`config.mk`:
```
export PLATFORM = sky130hd
export DESIGN_NAME = phase_lock_cmp
export DESIGN_NICKNAME = d
export VERILOG_FILES = /design/src/rtl/phase_lock_pkg.sv /design/src/rtl/phase_lock_pfd.sv /design/src/rtl/phase_lock_qual.sv /design/src/rtl/phase_lock_steer.sv /design/src/rtl/phase_lock_cmp.sv
export SDC_FILE = /design/constraint.sdc
export NUM_CORES = 1
export LEC_CHECK = 0
export CORE_AREA = 2 2 39 41
export CTS_BUF_LIST = sky130_fd_sc_hd__clkbuf_8
export CTS_CLUSTER_SIZE = 16
export DETAILED_ROUTE_END_ITERATION = 8
export DIE_AREA = 0 0 41 43
export PLACE_DENSITY = 0.71
export SLEW_MARGIN = 20
export SYNTH_ARGS = -nofsm -noshare
export SYNTH_HDL_FRONTEND = slang
export SYNTH_HIERARCHICAL = 1
export SYNTH_SLANG_ARGS = --single-unit
```
`constraint.sdc`:
```
create_clock -name clk -period 2.55 [get_ports clk]
set_input_delay 0.51 -clock clk [delete_from_list [all_inputs] [get_ports clk]]
set_output_delay 0.51 -clock clk [all_outputs]
set_load 0.01 [all_outputs]
```
`src/rtl/phase_lock_pkg.sv`:
```
// Shared helpers for the phase comparator: a width helper used to size
// the error counter from the two lock thresholds.
package phase_lock_pkg;

    // Larger of two unsigned values, for deriving counter limits.
    function automatic int unsigned pl_max(input int unsigned a, input int unsigned b);
        return (a > b) ? a : b;
    endfunction

endpackage

```
`src/rtl/phase_lock_pfd.sv`:
```
// Up/down flip-flop pair of the phase/frequency detector.
// Assumes fr_pulse/fp_pulse are single-cycle, synchronous to clk.
// When both flops are set they clear together on the next edge, which
// yields a one-cycle pulse on both sides when the inputs coincide.
module phase_lock_pfd (
    input  logic clk,
    input  logic rst_n,
    input  logic run,
    input  logic fr_pulse,
    input  logic fp_pulse,
    output logic up_q,
    output logic dn_q
);

    // Set on arriving edges, clear both once both are set; idle in power save.
    always_ff @(posedge clk) begin
        if (!rst_n || !run) begin
            up_q <= 1'b0;
            dn_q <= 1'b0;
        end else if (up_q && dn_q) begin
            up_q <= fr_pulse;
            dn_q <= fp_pulse;
        end else begin
            up_q <= up_q | fr_pulse;
            dn_q <= dn_q | fp_pulse;
        end
    end

endmodule

```
`src/rtl/phase_lock_qual.sv`:
```
// Lock qualifier: counts one-sided error cycles per comparison, drops
// the lock flag once the count reaches UNLOCK_CYC and raises it after
// QUAL_CMP consecutive good comparisons. Assumes up_q/dn_q come from
// phase_lock_pfd (both high marks the end of a comparison).
module phase_lock_qual
    import phase_lock_pkg::*;
#(
    parameter int unsigned UNLOCK_CYC = 8,
    parameter int unsigned LOCK_CYC   = 16,
    parameter int unsigned QUAL_CMP   = 3,
    localparam int unsigned CNT_MAX   = pl_max(UNLOCK_CYC, LOCK_CYC) + 1,
    localparam int unsigned CW        = $clog2(CNT_MAX + 1)
) (
    input  logic          clk,
    input  logic          rst_n,
    input  logic          run,
    input  logic          up_q,
    input  logic          dn_q,
    output logic          lock_q,
    output logic [CW-1:0] err_cnt
);

    localparam int unsigned QW = $clog2(QUAL_CMP + 1);

    logic          one_side;
    logic          cmp_end;
    logic          trip;
    logic          good;
    logic [QW-1:0] qual_cnt;

    // Classify the current detector state and the finished comparison.
    always_comb begin
        one_side = up_q ^ dn_q;
        cmp_end  = up_q & dn_q;
        trip     = one_side && (err_cnt == CW'(UNLOCK_CYC - 1));
        good     = (err_cnt < CW'(UNLOCK_CYC)) && (err_cnt <= CW'(LOCK_CYC));
    end

    // Saturating width of the one-sided error within the current comparison.
    always_ff @(posedge clk) begin
        if (!rst_n || !run || cmp_end) begin
            err_cnt <= '0;
        end else if (one_side && (err_cnt != CW'(CNT_MAX))) begin
            err_cnt <= err_cnt + 1'b1;
        end
    end

    // Lock flag and consecutive-good-comparison counter.
    always_ff @(posedge clk) begin
        if (!rst_n || !run) begin
            qual_cnt <= '0;
            lock_q   <= 1'b0;
        end else if (trip) begin
            qual_cnt <= '0;
            lock_q   <= 1'b0;
        end else if (cmp_end) begin
            if (!good) begin
                qual_cnt <= '0;
                lock_q   <= 1'b0;
            end else if (qual_cnt >= QW'(QUAL_CMP - 1)) begin
                qual_cnt <= QW'(QUAL_CMP);
                lock_q   <= 1'b1;
            end else begin
                qual_cnt <= qual_cnt + 1'b1;
            end
        end
    end

endmodule

```
`src/rtl/phase_lock_steer.sv`:
```
// Output steering: applies polarity to the detector pair, gates the pump
// enable with power save and the forced-off input, and selects the
// shared status output. Purely combinational.
module phase_lock_steer (
    input  logic pol_fc,
    input  logic run,
    input  logic zc_n,
    input  logic mon_sel,
    input  logic fr_pulse,
    input  logic fp_pulse,
    input  logic up_q,
    input  logic dn_q,
    input  logic lock_q,
    output logic cp_up,
    output logic cp_dn,
    output logic cp_oe,
    output logic ext_r,
    output logic ext_p_pull,
    output logic ld_mon
);

    logic hi_side;
    logic lo_side;
    logic lock_out;
    logic mon_copy;

    // Map detector state to pump sides and build the status output.
    always_comb begin
        hi_side    = run & (pol_fc ? up_q : dn_q);
        lo_side    = run & (pol_fc ? dn_q : up_q);
        cp_up      = hi_side;
        cp_dn      = lo_side;
        cp_oe      = (hi_side | lo_side) & zc_n & run;
        ext_p_pull = hi_side;
        ext_r      = lo_side;
        lock_out   = run ? lock_q : 1'b1;
        mon_copy   = pol_fc ? fr_pulse : fp_pulse;
        ld_mon     = mon_sel ? mon_copy : lock_out;
    end

endmodule

```
`src/rtl/phase_lock_cmp.sv`:
```
// Top of the phase comparator with lock detector. Clocked by the
// reference oscillator; divided edges arrive as one-cycle pulses.
// pwr_on low resets detector and lock logic and forces the locked-state
// outputs.
module phase_lock_cmp #(
    parameter int unsigned UNLOCK_CYC = 8,
    parameter int unsigned LOCK_CYC   = 16,
    parameter int unsigned QUAL_CMP   = 3
) (
    input  logic clk,
    input  logic rst_n,
    input  logic fr_pulse,
    input  logic fp_pulse,
    input  logic pol_fc,
    input  logic mon_sel,
    input  logic pwr_on,
    input  logic zc_n,
    output logic cp_up,
    output logic cp_dn,
    output logic cp_oe,
    output logic ext_r,
    output logic ext_p_pull,
    output logic ld_mon
);

    localparam int unsigned CW =
        $clog2(phase_lock_pkg::pl_max(UNLOCK_CYC, LOCK_CYC) + 2);

    logic          pd_up;
    logic          pd_dn;
    logic          lock_q;
    logic [CW-1:0] err_cnt;

    phase_lock_pfd u_pfd (
        .clk      (clk),
        .rst_n    (rst_n),
        .run      (pwr_on),
        .fr_pulse (fr_pulse),
        .fp_pulse (fp_pulse),
        .up_q     (pd_up),
        .dn_q     (pd_dn)
    );

    phase_lock_qual #(
        .UNLOCK_CYC (UNLOCK_CYC),
        .LOCK_CYC   (LOCK_CYC),
        .QUAL_CMP   (QUAL_CMP)
    ) u_qual (
        .clk     (clk),
        .rst_n   (rst_n),
        .run     (pwr_on),
        .up_q    (pd_up),
        .dn_q    (pd_dn),
        .lock_q  (lock_q),
        .err_cnt (err_cnt)
    );

    phase_lock_steer u_steer (
        .pol_fc     (pol_fc),
        .run        (pwr_on),
        .zc_n       (zc_n),
        .mon_sel    (mon_sel),
        .fr_pulse   (fr_pulse),
        .fp_pulse   (fp_pulse),
        .up_q       (pd_up),
        .dn_q       (pd_dn),
        .lock_q     (lock_q),
        .cp_up      (cp_up),
        .cp_dn      (cp_dn),
        .cp_oe      (cp_oe),
        .ext_r      (ext_r),
        .ext_p_pull (ext_p_pull),
        .ld_mon     (ld_mon)
    );

endmodule

```
==> impl_metrics.toml <==
[run_status]
status = "finished, final reports clean"

[sta]
hold_viol = 0
grt_setup_unrepaired = "false"
fin_tns_setup_ns = 0
finClkSkew_ns = 0.00169
tightest_slew_ns = 0.253
min_period_ns = 2.40
relSlewSlack_pct = 83.1
fmax_mhz = 417
slew_viol_final = 0
fin_ws_ns = 0.149
finalSetupViolCount = 0
finalCritPeriodShare_pct = 94.1

[clock_network]
numCtsBuffers = 3
path_clk_slew_ns = 0.05
htreeDepth = 1
post_cts_buffers = 0
clk_latency_ns = 0.23
root_buffer = "clkbuf_8"
clockBufferDepth = 2
hold_buffers = 0
cts_resized = 0
clock_sinks = 10
cts_tree = "done"

[placement]
place.gp.congestion = 0.754
pre_cts_ws_ns = 0.134
dpl_cell_area_um2 = 699
port_buffers = 13
place_inst = 90
dp_hpwl_um = 851

[worst_setup_path]
crit_slowest_cell = "clkdlybuf4s50_1"
critical_path.max_fanout = 7
max_stage_delay_ns = 0.55
worst-setup-path-type = "input pin to output pin"
crit_path_frequent_cell = "clkdlybuf4s50_1"
r2r_slack_ns = 1.17
timing.rr.start = "u_pfd/up_q"
cp.arrival_ns = 1.89
rr_worst_depth = 4
end_kind = "output pin"
reg2reg_to = "u_qual/err_cnt[2]"
cp_cell_sequence = "clkdlybuf4s50_1 -> nor3b_1 -> a21oi_1 -> clkdlybuf4s50_1"
crit_path_start_kind = "input pin"
required_ns = 2.04

[cells_and_area]
nets = 90
stdcell_area_um2 = 754
layout_common_cells = "clkdlybuf4s50_1 (13), dfxtp_1 (10), a21oi_1 (7), nor2_1 (7), inv_1 (5)"
fin_cells = 94
drive_above_1_share_pct = 10.3
area_growth_pct = 31.9
final_common_cell = "clkdlybuf4s50_1"
n_antenna_cell = 0

[synth]
syn_nets = 75
netlist_area_um2 = 572
synthCells = 64
yosys_warnings = 6
syn_area_per_cell_um2 = 8.93
ys_types = 27
synth-seq-area-share_pct = 35.0
yosysTopAreaCell = "dfxtp_1"
yosys-top-cells-area = "dfxtp_1 (35%), ha_1 (6.6%), a21oi_1 (6.1%), mux2i_1 (5.3%), nand4bb_4 (4.8%)"
ys_seq_elements = 10
synth.top_cell.area_share_pct = 35.0

[grt]
grt_usage_pct = 14.8
grt_max_degree = 9
grt_pass1_wl_um = 1680
grt_pass1_vias = 412
antenna_found_initial = 0
overflow = 0

[die]
start_util_pct = 41.3
pin_count = 14
die_x_um = 41
die_h_um = 43
core_area_um2 = 1380
die_area_um2 = 1760
rows = 14

[hold_path]
whs_endpoint = "u_qual/lock_q"
hp-start = "u_qual/lock_q"
min_path_cells = 2
hp-class = "flip-flop to flip-flop"

[route]
first_pass_iters = 4
num_vias = 488
drc = 0
ant_nets = 0
drtIter0Drc = 13
vias_per_cell = 5.19
wl_per_cell_um = 11.3
wirelength_um = 1060

[power_and_ir_drop]
leakagePower_nw = 0.291
ir_drop_mv = 0.270
p_per_area_nw_per_um2 = 536

[flow_run]
maxCapViolations = 0
Yosys cell counts:
| library cell | n |
|---|---|
| a21oi_1 | 7 |
| nor2_1 | 7 |
| nor3_2 | 1 |
| nand2b_1 | 2 |
| a311o_1 | 1 |
| nand4bb_4 | 1 |
| xnor2_1 | 1 |
| o211a_1 | 1 |
| dfxtp_1 | 10 |
| nand2_1 | 4 |
| nor3_1 | 1 |
| o21ai_0 | 1 |
| nand4_1 | 2 |
| buf_4 | 3 |
| a31o_2 | 1 |
| mux2i_1 | 3 |
| nand3_1 | 1 |
| nor2b_1 | 2 |
| nor3b_1 | 1 |
| a211oi_1 | 1 |
| or2_1 | 1 |
| xor2_1 | 1 |
| o2111ai_2 | 1 |
| and3_1 | 1 |
| inv_1 | 5 |
| nand3b_1 | 1 |
| ha_1 | 3 |
registers in the layout (all words and copies together), names as in the netlist:
signal / cells
u_pfd/dn_q: 1
u_qual/qual_cnt: 2
u_qual/lock_q: 1
u_qual/err_cnt: 5
u_pfd/up_q: 1
kinds of logic (layout without fill, tap and decap cells):
group | after synthesis | count (layout) | synth area share (%)
simple gates | 25 | 25 | 26.9
compound gates | 13 | 13 | 16.0
flops | 10 | 10 | 35.0
buf+inv | 8 | 22 | 7.22
fa+ha+maj | 3 | 3 | 6.57
mux | 3 | 3 | 5.25
xor+xnor | 2 | 2 | 3.06
power breakdown:
part | switching [mW] | internal [mW] | leakage [nW] | total [mW]
sequential | 0.00386 | 0.160 | 0.0810 | 0.164
clock | 0.0575 | 0.135 | 0.0288 | 0.193
combinational | 0.0205 | 0.0276 | 0.181 | 0.0481
stage by stage:
step | util [%] | hold slack (ns) | total power [mW]
after CTS | 54.5 | 0.472 | 0.414
after global placement | 50.5 | 0.460 | 0.214
after floorplan | - | 0.438 | 0.192
final | 54.5 | 0.466 | 0.405
after detailed placement | 50.5 | 0.460 | 0.215
after global routing | 54.5 | 0.528 | 0.428
area by class of cell:
cell class	count	area (µm²)
tap	16	20.0
multi-input combinational	46	330
clock buffer	4	55.1
timing repair buffer	13	130
sequential	10	200
inverter	5	18.8
fill	138	629
layer usage:
layer  share of wire, %  vias up  track usage [%]
met5                  0        -                0
met4               0.38        0             10.0
met3                9.4        2             7.33
met2                 48       15             21.9
met1                 42      222             15.6
li1                   -      249                -
how the worst max path moves through the flow:
| stage | from | endpoint | slack, ns | cells past startpoint |
|---|---|---|---|---|
| 4_1_cts | pol_fc | cp_dn | 0.13 | 4 |
| 3_5_place_dp | pol_fc | cp_dn | 0.13 | 4 |
| 5_1_grt | pol_fc | cp_dn | 0.05 | 4 |
| 3_3_place_gp | pwr_on | ld_mon | 0.18 | 4 |
| 2_1_floorplan | pol_fc | ext_p_pull | 1.03 | 3 |
| 6_report | pwr_on | ld_mon | 0.15 | 4 |
critical path: cells and delay by family:
kind / cells / cell delay, ns
buffers and inverters: 2 / 1.06
and+or+nand+nor: 1 / 0.19
AOI/OAI and AO/OA: 1 / 0.13
Power figures use the tool's default switching activity.
